<file path="config.mk">
export PLATFORM = sky130hd
export DESIGN_NAME = cipher_fe
export DESIGN_NICKNAME = d
export VERILOG_FILES = /design/src/rtl/cfe_pkg.sv /design/src/rtl/cfe_infifo.sv /design/src/rtl/cfe_outfifo.sv /design/src/rtl/cfe_keybank.sv /design/src/rtl/cipher_fe.sv
export SDC_FILE = /design/constraint.sdc
export NUM_CORES = 2
export LEC_CHECK = 0
export CELL_PAD_IN_SITES_DETAIL_PLACEMENT = 2
export CELL_PAD_IN_SITES_GLOBAL_PLACEMENT = 2
export CORE_MARGIN = 5
export CORE_UTILIZATION = 34
export DETAILED_ROUTE_END_ITERATION = 10
export HOLD_SLACK_MARGIN = 0.15
export PLACE_DENSITY_LB_ADDON = 0.3
export SLEW_MARGIN = 25
export SYNTH_ARGS = -nofsm -noshare
export SYNTH_HDL_FRONTEND = slang
export SYNTH_SLANG_ARGS = --single-unit
</file>
<file path="constraint.sdc">
create_clock -name clk -period 4.3 [get_ports clk]
set_input_delay 0.86 -clock clk [delete_from_list [all_inputs] [get_ports clk]]
set_output_delay 0.86 -clock clk [all_outputs]
set_load 0.05 [all_outputs]
</file>
<file path="src/rtl/cfe_pkg.sv">
package cfe_pkg;
  localparam int ADDR_W    = 12;
  localparam int WORD_W    = 32;
  localparam int BLK_WORDS = 4;
  localparam int KEY_WORDS = 8;
  localparam int BLK_W     = WORD_W * BLK_WORDS;
  localparam int KEY_W     = WORD_W * KEY_WORDS;
  localparam int CNT_W     = $clog2(BLK_WORDS + 1);
  localparam int KIDX_W    = $clog2(KEY_WORDS);

  localparam logic [ADDR_W-1:0] OFS_CTRL = 12'h000;
  localparam logic [ADDR_W-1:0] OFS_STAT = 12'h004;
  localparam logic [ADDR_W-1:0] OFS_IFLG = 12'h008;
  localparam logic [ADDR_W-1:0] OFS_IEN  = 12'h00C;
  localparam logic [ADDR_W-1:0] OFS_FIFO = 12'h010;
  localparam logic [ADDR_W-1:0] OFS_KEY  = 12'h020;

  localparam int CB_EN     = 0;
  localparam int CB_START  = 1;
  localparam int CB_IFLUSH = 2;
  localparam int CB_OFLUSH = 3;
  localparam int CB_LEN    = 6;
  localparam int CB_TYPE   = 8;

  typedef enum logic [1:0] {
    KLEN_128 = 2'd0,
    KLEN_192 = 2'd1,
    KLEN_256 = 2'd2
  } klen_e;

  function automatic klen_e klen_norm(input logic [1:0] f);
    case (f)
      2'd0:    return KLEN_128;
      2'd1:    return KLEN_192;
      default: return KLEN_256;
    endcase
  endfunction

  // Keep only the low-order bits that the chosen length uses.
  function automatic logic [KEY_W-1:0] key_pick(input logic [KEY_W-1:0] k, input klen_e l);
    logic [KEY_W-1:0] m;
    case (l)
      KLEN_128: m = {{(KEY_W-128){1'b0}}, {128{1'b1}}};
      KLEN_192: m = {{(KEY_W-192){1'b0}}, {192{1'b1}}};
      default:  m = {KEY_W{1'b1}};
    endcase
    return k & m;
  endfunction

  function automatic logic [3:0] status_pack(input logic [CNT_W-1:0] dc, input logic [CNT_W-1:0] rc);
    return {rc == '0, rc == CNT_W'(BLK_WORDS), dc == '0, dc == CNT_W'(BLK_WORDS)};
  endfunction
endpackage

</file>
<file path="src/rtl/cfe_infifo.sv">
module cfe_infifo #(
  parameter int WORDS = 4,
  parameter int W     = 32
) (
  input  logic                           clk,
  input  logic                           rst_n,
  input  logic                           flush,
  input  logic                           push,
  input  logic [W-1:0]                   push_word,
  output logic [$clog2(WORDS+1)-1:0]     count,
  output logic [WORDS*W-1:0]             block_nxt,
  output logic                           last_push
);
  localparam int CW = $clog2(WORDS + 1);
  logic [WORDS*W-1:0] block_q;

  // Word position counted from the top of the block.
  always_comb begin
    block_nxt = block_q;
    if (push) block_nxt[(WORDS-1-int'(count))*W +: W] = push_word;
  end

  assign last_push = push && (count == CW'(WORDS-1));

  always_ff @(posedge clk) begin
    if (!rst_n) begin
      count   <= '0;
      block_q <= '0;
    end else begin
      block_q <= block_nxt;
      if (flush)          count <= '0;
      else if (last_push) count <= '0;
      else if (push)      count <= count + CW'(1);
    end
  end
endmodule

</file>
<file path="src/rtl/cfe_outfifo.sv">
module cfe_outfifo #(
  parameter int WORDS = 4,
  parameter int W     = 32
) (
  input  logic                           clk,
  input  logic                           rst_n,
  input  logic                           load,
  input  logic [WORDS*W-1:0]             load_blk,
  input  logic                           flush,
  input  logic                           pop,
  output logic [$clog2(WORDS+1)-1:0]     count,
  output logic [W-1:0]                   head,
  output logic                           pop_ok
);
  localparam int CW = $clog2(WORDS + 1);
  logic [WORDS*W-1:0] blk_q;

  assign pop_ok = pop && (count != '0) && !load;
  // With c words held the next one out sits at bit (WORDS-c)*W.
  assign head   = (count == '0) ? '0 : blk_q[(WORDS-int'(count))*W +: W];

  always_ff @(posedge clk) begin
    if (!rst_n) begin
      count <= '0;
      blk_q <= '0;
    end else if (load) begin
      count <= CW'(WORDS);
      blk_q <= load_blk;
    end else if (flush) begin
      count <= '0;
    end else if (pop_ok) begin
      count <= count - CW'(1);
    end
  end
endmodule

</file>
<file path="src/rtl/cfe_keybank.sv">
module cfe_keybank
  import cfe_pkg::*;
(
  input  logic              clk,
  input  logic              rst_n,
  input  logic              wr,
  input  logic [KIDX_W-1:0] widx,
  input  logic [WORD_W-1:0] wword,
  input  logic              latch,
  input  klen_e             sel_len,
  output logic [KEY_W-1:0]  live_key,
  output logic [KEY_W-1:0]  saved_key,
  output klen_e             saved_len
);
  logic [KEY_W-1:0] store_q;

  assign live_key = key_pick(store_q, sel_len);

  always_ff @(posedge clk) begin
    if (!rst_n) begin
      store_q   <= '0;
      saved_key <= '0;
      saved_len <= KLEN_128;
    end else begin
      // Lowest word index lands in the highest-order key word.
      if (wr) store_q[(KEY_WORDS-1-int'(widx))*WORD_W +: WORD_W] <= wword;
      if (latch) begin
        saved_key <= live_key;
        saved_len <= sel_len;
      end
    end
  end
endmodule

</file>
<file path="src/rtl/cipher_fe.sv">
module cipher_fe
  import cfe_pkg::*;
(
  input  logic              clk,
  input  logic              rst_n,
  input  logic              bus_wr,
  input  logic              bus_rd,
  input  logic [ADDR_W-1:0] bus_addr,
  input  logic [WORD_W-1:0] bus_wdata,
  output logic [WORD_W-1:0] bus_rdata,
  output logic              irq,
  output logic              core_start,
  output logic              core_decrypt,
  output logic [1:0]        core_klen,
  output logic [KEY_W-1:0]  core_key,
  output logic [BLK_W-1:0]  core_block,
  input  logic              core_done,
  input  logic [BLK_W-1:0]  core_result
);
  localparam logic [WORD_W-1:0] SELFCLR = WORD_W'((1 << CB_START) | (1 << CB_IFLUSH) | (1 << CB_OFLUSH));
  localparam logic [WORD_W-1:0] EN_MASK = WORD_W'(1 << CB_EN);

  logic [WORD_W-1:0] ctrl_q;
  logic              ien_q, iflg_q, busy_q;
  klen_e             klen_q;

  logic aligned, hit_ctrl, hit_stat, hit_iflg, hit_ien, hit_fifo, hit_key;
  logic [KIDX_W-1:0] widx;
  assign aligned  = bus_addr[1:0] == 2'b00;
  assign hit_ctrl = aligned && bus_addr == OFS_CTRL;
  assign hit_stat = aligned && bus_addr == OFS_STAT;
  assign hit_iflg = aligned && bus_addr == OFS_IFLG;
  assign hit_ien  = aligned && bus_addr == OFS_IEN;
  assign hit_fifo = aligned && bus_addr == OFS_FIFO;
  assign hit_key  = aligned && bus_addr >= OFS_KEY && bus_addr < OFS_KEY + ADDR_W'(4*KEY_WORDS);
  assign widx     = KIDX_W'((bus_addr - OFS_KEY) >> 2);

  logic wr_ctrl, in_flush, out_flush, cmd_start, fifo_push, fifo_pop;
  logic launch_evt, done_evt, reuse, latch_key;
  logic [1:0] op_field, len_field;
  klen_e sel_len;
  assign wr_ctrl   = bus_wr && hit_ctrl;
  assign in_flush  = wr_ctrl && bus_wdata[CB_IFLUSH];
  assign out_flush = wr_ctrl && bus_wdata[CB_OFLUSH];
  assign cmd_start = wr_ctrl && bus_wdata[CB_START] && !busy_q;
  assign fifo_push = bus_wr && hit_fifo && !busy_q;
  assign fifo_pop  = bus_rd && hit_fifo;
  assign done_evt  = core_done && busy_q;

  logic [CNT_W-1:0]  dcnt, rcnt;
  logic [BLK_W-1:0]  block_nxt;
  logic              last_push, pop_ok;
  logic [WORD_W-1:0] head;
  logic [KEY_W-1:0]  live_key, saved_key;
  klen_e             saved_len;

  assign launch_evt = cmd_start || last_push;
  assign op_field   = cmd_start ? bus_wdata[CB_TYPE +: 2] : ctrl_q[CB_TYPE +: 2];
  assign len_field  = cmd_start ? bus_wdata[CB_LEN +: 2]  : ctrl_q[CB_LEN +: 2];
  assign reuse      = op_field[1];
  assign sel_len    = klen_norm(len_field);
  assign latch_key  = launch_evt && !reuse;

  cfe_infifo #(.WORDS(BLK_WORDS), .W(WORD_W)) u_in (
    .clk(clk), .rst_n(rst_n), .flush(in_flush), .push(fifo_push),
    .push_word(bus_wdata), .count(dcnt), .block_nxt(block_nxt), .last_push(last_push)
  );

  cfe_outfifo #(.WORDS(BLK_WORDS), .W(WORD_W)) u_out (
    .clk(clk), .rst_n(rst_n), .load(done_evt), .load_blk(core_result),
    .flush(out_flush), .pop(fifo_pop), .count(rcnt), .head(head), .pop_ok(pop_ok)
  );

  cfe_keybank u_key (
    .clk(clk), .rst_n(rst_n), .wr(bus_wr && hit_key), .widx(widx), .wword(bus_wdata),
    .latch(latch_key), .sel_len(sel_len), .live_key(live_key),
    .saved_key(saved_key), .saved_len(saved_len)
  );

  always_ff @(posedge clk) begin
    if (!rst_n) begin
      ctrl_q       <= '0;
      ien_q        <= 1'b0;
      iflg_q       <= 1'b0;
      busy_q       <= 1'b0;
      core_start   <= 1'b0;
      core_decrypt <= 1'b0;
      klen_q       <= KLEN_128;
      core_key     <= '0;
      core_block   <= '0;
    end else begin
      if (wr_ctrl)         ctrl_q <= (bus_wdata & ~SELFCLR) | (ctrl_q & EN_MASK);
      if (bus_wr && hit_ien) ien_q <= bus_wdata[0];
      core_start <= launch_evt;
      if (launch_evt) begin
        busy_q       <= 1'b1;
        core_decrypt <= op_field != 2'd0;
        klen_q       <= reuse ? saved_len : sel_len;
        core_key     <= reuse ? saved_key : live_key;
        core_block   <= block_nxt;
      end else if (done_evt) begin
        busy_q <= 1'b0;
      end
      if (done_evt)    iflg_q <= 1'b1;
      else if (pop_ok) iflg_q <= 1'b0;
    end
  end

  assign core_klen = klen_q;
  assign irq       = iflg_q && ien_q;

  always_comb begin
    bus_rdata = '0;
    if (hit_ctrl)      bus_rdata = ctrl_q;
    else if (hit_stat) bus_rdata = WORD_W'(status_pack(dcnt, rcnt));
    else if (hit_iflg) bus_rdata = WORD_W'(iflg_q);
    else if (hit_ien)  bus_rdata = WORD_W'(ien_q);
    else if (hit_fifo) bus_rdata = head;
  end
endmodule

</file>
==> metrics.txt <==
CP startpoint kind=input pin; multiplexer share of the synthesized area=0.05072; area of the multi-input gates=20760 sq um; CP Max Fanout=8; H-tree depth=4; TritonCTS buffer count=~140; CP required=approximately 3.4 ns; Rel. slew slack=0.2775; GP Congestion=a little over 0.8; met3 Use GR=0.07358; mapped cell area=~46000 sq um; All-Layer GR Usage=0.2743; Fmax=around 240 MHz; area share of fa/ha/maj cells after synthesis=0.004335; placed cells=7131; CTS Buffer Depth=3; die width=378.6 um; RSZ-0062 raised after global routing=no; Final setup viols=0; syn_area_per_cell=between 9 and 10 sq um; pin count of the biggest net entering global routing=roughly 250; Compound-Gate Fraction of Synth Area=0.2201; worst slew pin tran=about 1.1 ns; ys async rst share=0; top cells by count, synth=dfxtp_1, nand2_1, a21boi_0; P&R area growth vs syn=29.81%; Seq cells post-synth=about 1200; core area=roughly 140000 sq um; via count=40270; die height=378.6 um; leading area contributor after synthesis=dfxtp_1; Nets=5687; Initial DRC Count=approximately 2700; xor/xnor cell area share of the yosys netlist=0.0005689; Clock Latency Late Sink=about 0.79 ns; fin. max-slew vios=0; most numerous cell in the Yosys netlist=dfxtp_1; die area=143300 sq um; post-DP HPWL=about 130 mm; GRT Residual Overflow=0; Pleak=between 20 and 25 nW; busiest grt layer=met2; clock sink count=about 1200; vias in the first global route=about 43000; synth unique cells=between 60 and 70; largest cells by area after synthesis=dfxtp_1, nand2_1, a21boi_0, a21oi_1, mux2i_1; proportion of layout cells with a drive suffix above 1=0.09639; Synth Area in Simple Gates=0.1651; Detailed Route WL=just over 200 mm; max-capacitance violation count=0; initial antenna violation count=49; critical path class=input pin to primary output; Peak supply drop=between 0.3 and 0.4 mV; Arr. time, crit path=approximately 3.4 ns; Tmin final=~4.2 ns; routed vias/inst=around 5.4; DR WL/cell=27.35 um; Rows=about 140; Synth Instances=between 5000 and 6000; CTS tree=yes; Min-Delay Startpoint=u_key.saved_key[44]; Top FF cell, synth=dfxtp_1; M1 GR Usage=0.3515; TritonRoute pass-1 iters=5; Synth top area share=0.5184; Final Hold Fails=0; Worst Hold Class=flip-flop to flip-flop; first-pass GRT wire length=292.9 mm; total power=roughly 24 mW; IO buf count=597; Clock transition at path regs=~0.060 ns; register area=roughly 24000 sq um; crit share post-route=0.9839; hold_buf cts=0; Starting Density=0.3413; Ys Warns=0; Post-Syn Nets=approximately 5200; R2R Path Start=u_in.count[0]; EDFF count, synth=0; largest family of logic cells by synthesized area=compound AO/OA/AOI/OAI gates; CTS root buffer=clkbuf_16; worst setup path startpoint=bus_addr[7]; DRT antenna net count=0; status=finished, final reports clean; clock skew=roughly 0.033 ns; Final Non-Filler Cells=~7400; I/O pins=between 500 and 600; Seq/Total Area, Yosys=0.5184; met2 Use GR=0.4393; Post-route DRC=0; power per cell area=approximately 400 nW/um^2; Util after Layout=0.4431; Critical Path End Type=primary output; Layout fillers=14300
cells by family after synthesis:
| group | Yosys count |
|---|---|
| fa+ha+maj | 16 |
| buf+inv | 458 |
| simple gates | 1692 |
| mux | 194 |
| compound gates | 1482 |
| flops | 1196 |
| xor+xnor | 3 |
worst max-delay path, stage by stage:
cell,delay [ns]
clkdlybuf4s50_1,0.45
or4b_1,0.69
or3_4,0.42
nor3_4,0.22
buf_12,0.17
buf_12,0.14
nand2_1,0.09
a21oi_4,0.17
buf_12,0.15
stage by stage:
stage | setup TNS [ns] | hold slack [ns] | setup slack (ns) | cell area (sq um)
after global routing | 0 | 0.4681 | 0.01158 | 59920
after floorplan | 0 | 0.4303 | 0.02636 | 46210
after CTS | 0 | 0.4362 | 0.08987 | 59880
after detailed placement | -2.268 | 0.4464 | -0.1385 | 54900
final | 0 | 0.4507 | 0.06924 | 59950
after global placement | -0.1148 | 0.4388 | -0.05515 | 54870
power by group:
part | switching, mW | leakage [nW] | internal (mW)
registers | 0.000396 | 9.63 | 11.1
clock network | 4.98 | 2.33 | 7.27
logic | 0.557 | 9.20 | 0.312
total | 5.54 | 21.2 | 18.7
final cells by class:
| type | instances | area share |
|---|---|---|
| timing repair buffer | 757 | 0.1364 |
| clock inverter | 35 | 0.008620 |
| sequential | 1196 | 0.3994 |
| antenna | 20 | 0.0008348 |
| inverter | 14 | 0.0008766 |
| clock buffer | 213 | 0.07036 |
| multi-input combinational | 3387 | 0.3463 |
| tap | 1781 | 0.03717 |
per-layer routing:
layer  wire (um)  vias to the layer above  part of all wire
met5         131                        -           0.00065
met4        8645                       20             0.043
met3       13300                      316             0.066
met2       92790                     1039              0.46
met1       87570                    20620              0.43
li1            -                    18270                 -
registers in the layout (all words and copies together), names as in the netlist:
register,flops
u_key.saved_len,2
iflg_q,1
ien_q,1
core_start,1
core_key,256
core_block,128
busy_q,1
u_key.store_q,256
u_in.block_q,128
core_decrypt,1
u_key.saved_key,256
u_out.blk_q,128
u_out.count,3
u_in.count,3
core_klen,2
ctrl_q,29
path summary, 6_finish.rpt:
kind	endpoint	slack, ns	cells after the start
setup / recovery	bus_rdata[1]	0.07	9
hold reg to reg	core_key[44]	0.45	2
hold / removal	core_key[44]	0.45	2
setup reg to reg	u_in.block_q[57]	0.76	10
cells in the final DEF (no fill, tap or decap), types with 67 or more instances in the layout:
cell type	synthesis	final
dfxtp_1	1196	1195
nand2_1	1165	1163
clkdlybuf4s50_1	0	543
a21boi_0	526	526
a21oi_1	353	351
o21ai_0	229	229
nor2b_1	240	229
mux2i_1	162	162
a22o_1	157	140
clkbuf_16	0	140
buf_4	12	99
buf_12	0	91
nand3_1	85	85
and3_1	67	67
repair_timing:
| action | in CTS | in global routing |
|---|---|---|
| hold endpoints to repair | 0 | 0 |
| pin swaps | 6 | 3 |
| buffers inserted | 1 | 1 |
| gates cloned | 2 | 0 |
| endpoints found under the setup margin | 32 | 9 |
| gates resized for setup | 24 | 1 |
Note: power is estimated with default switching activity, not from simulation.
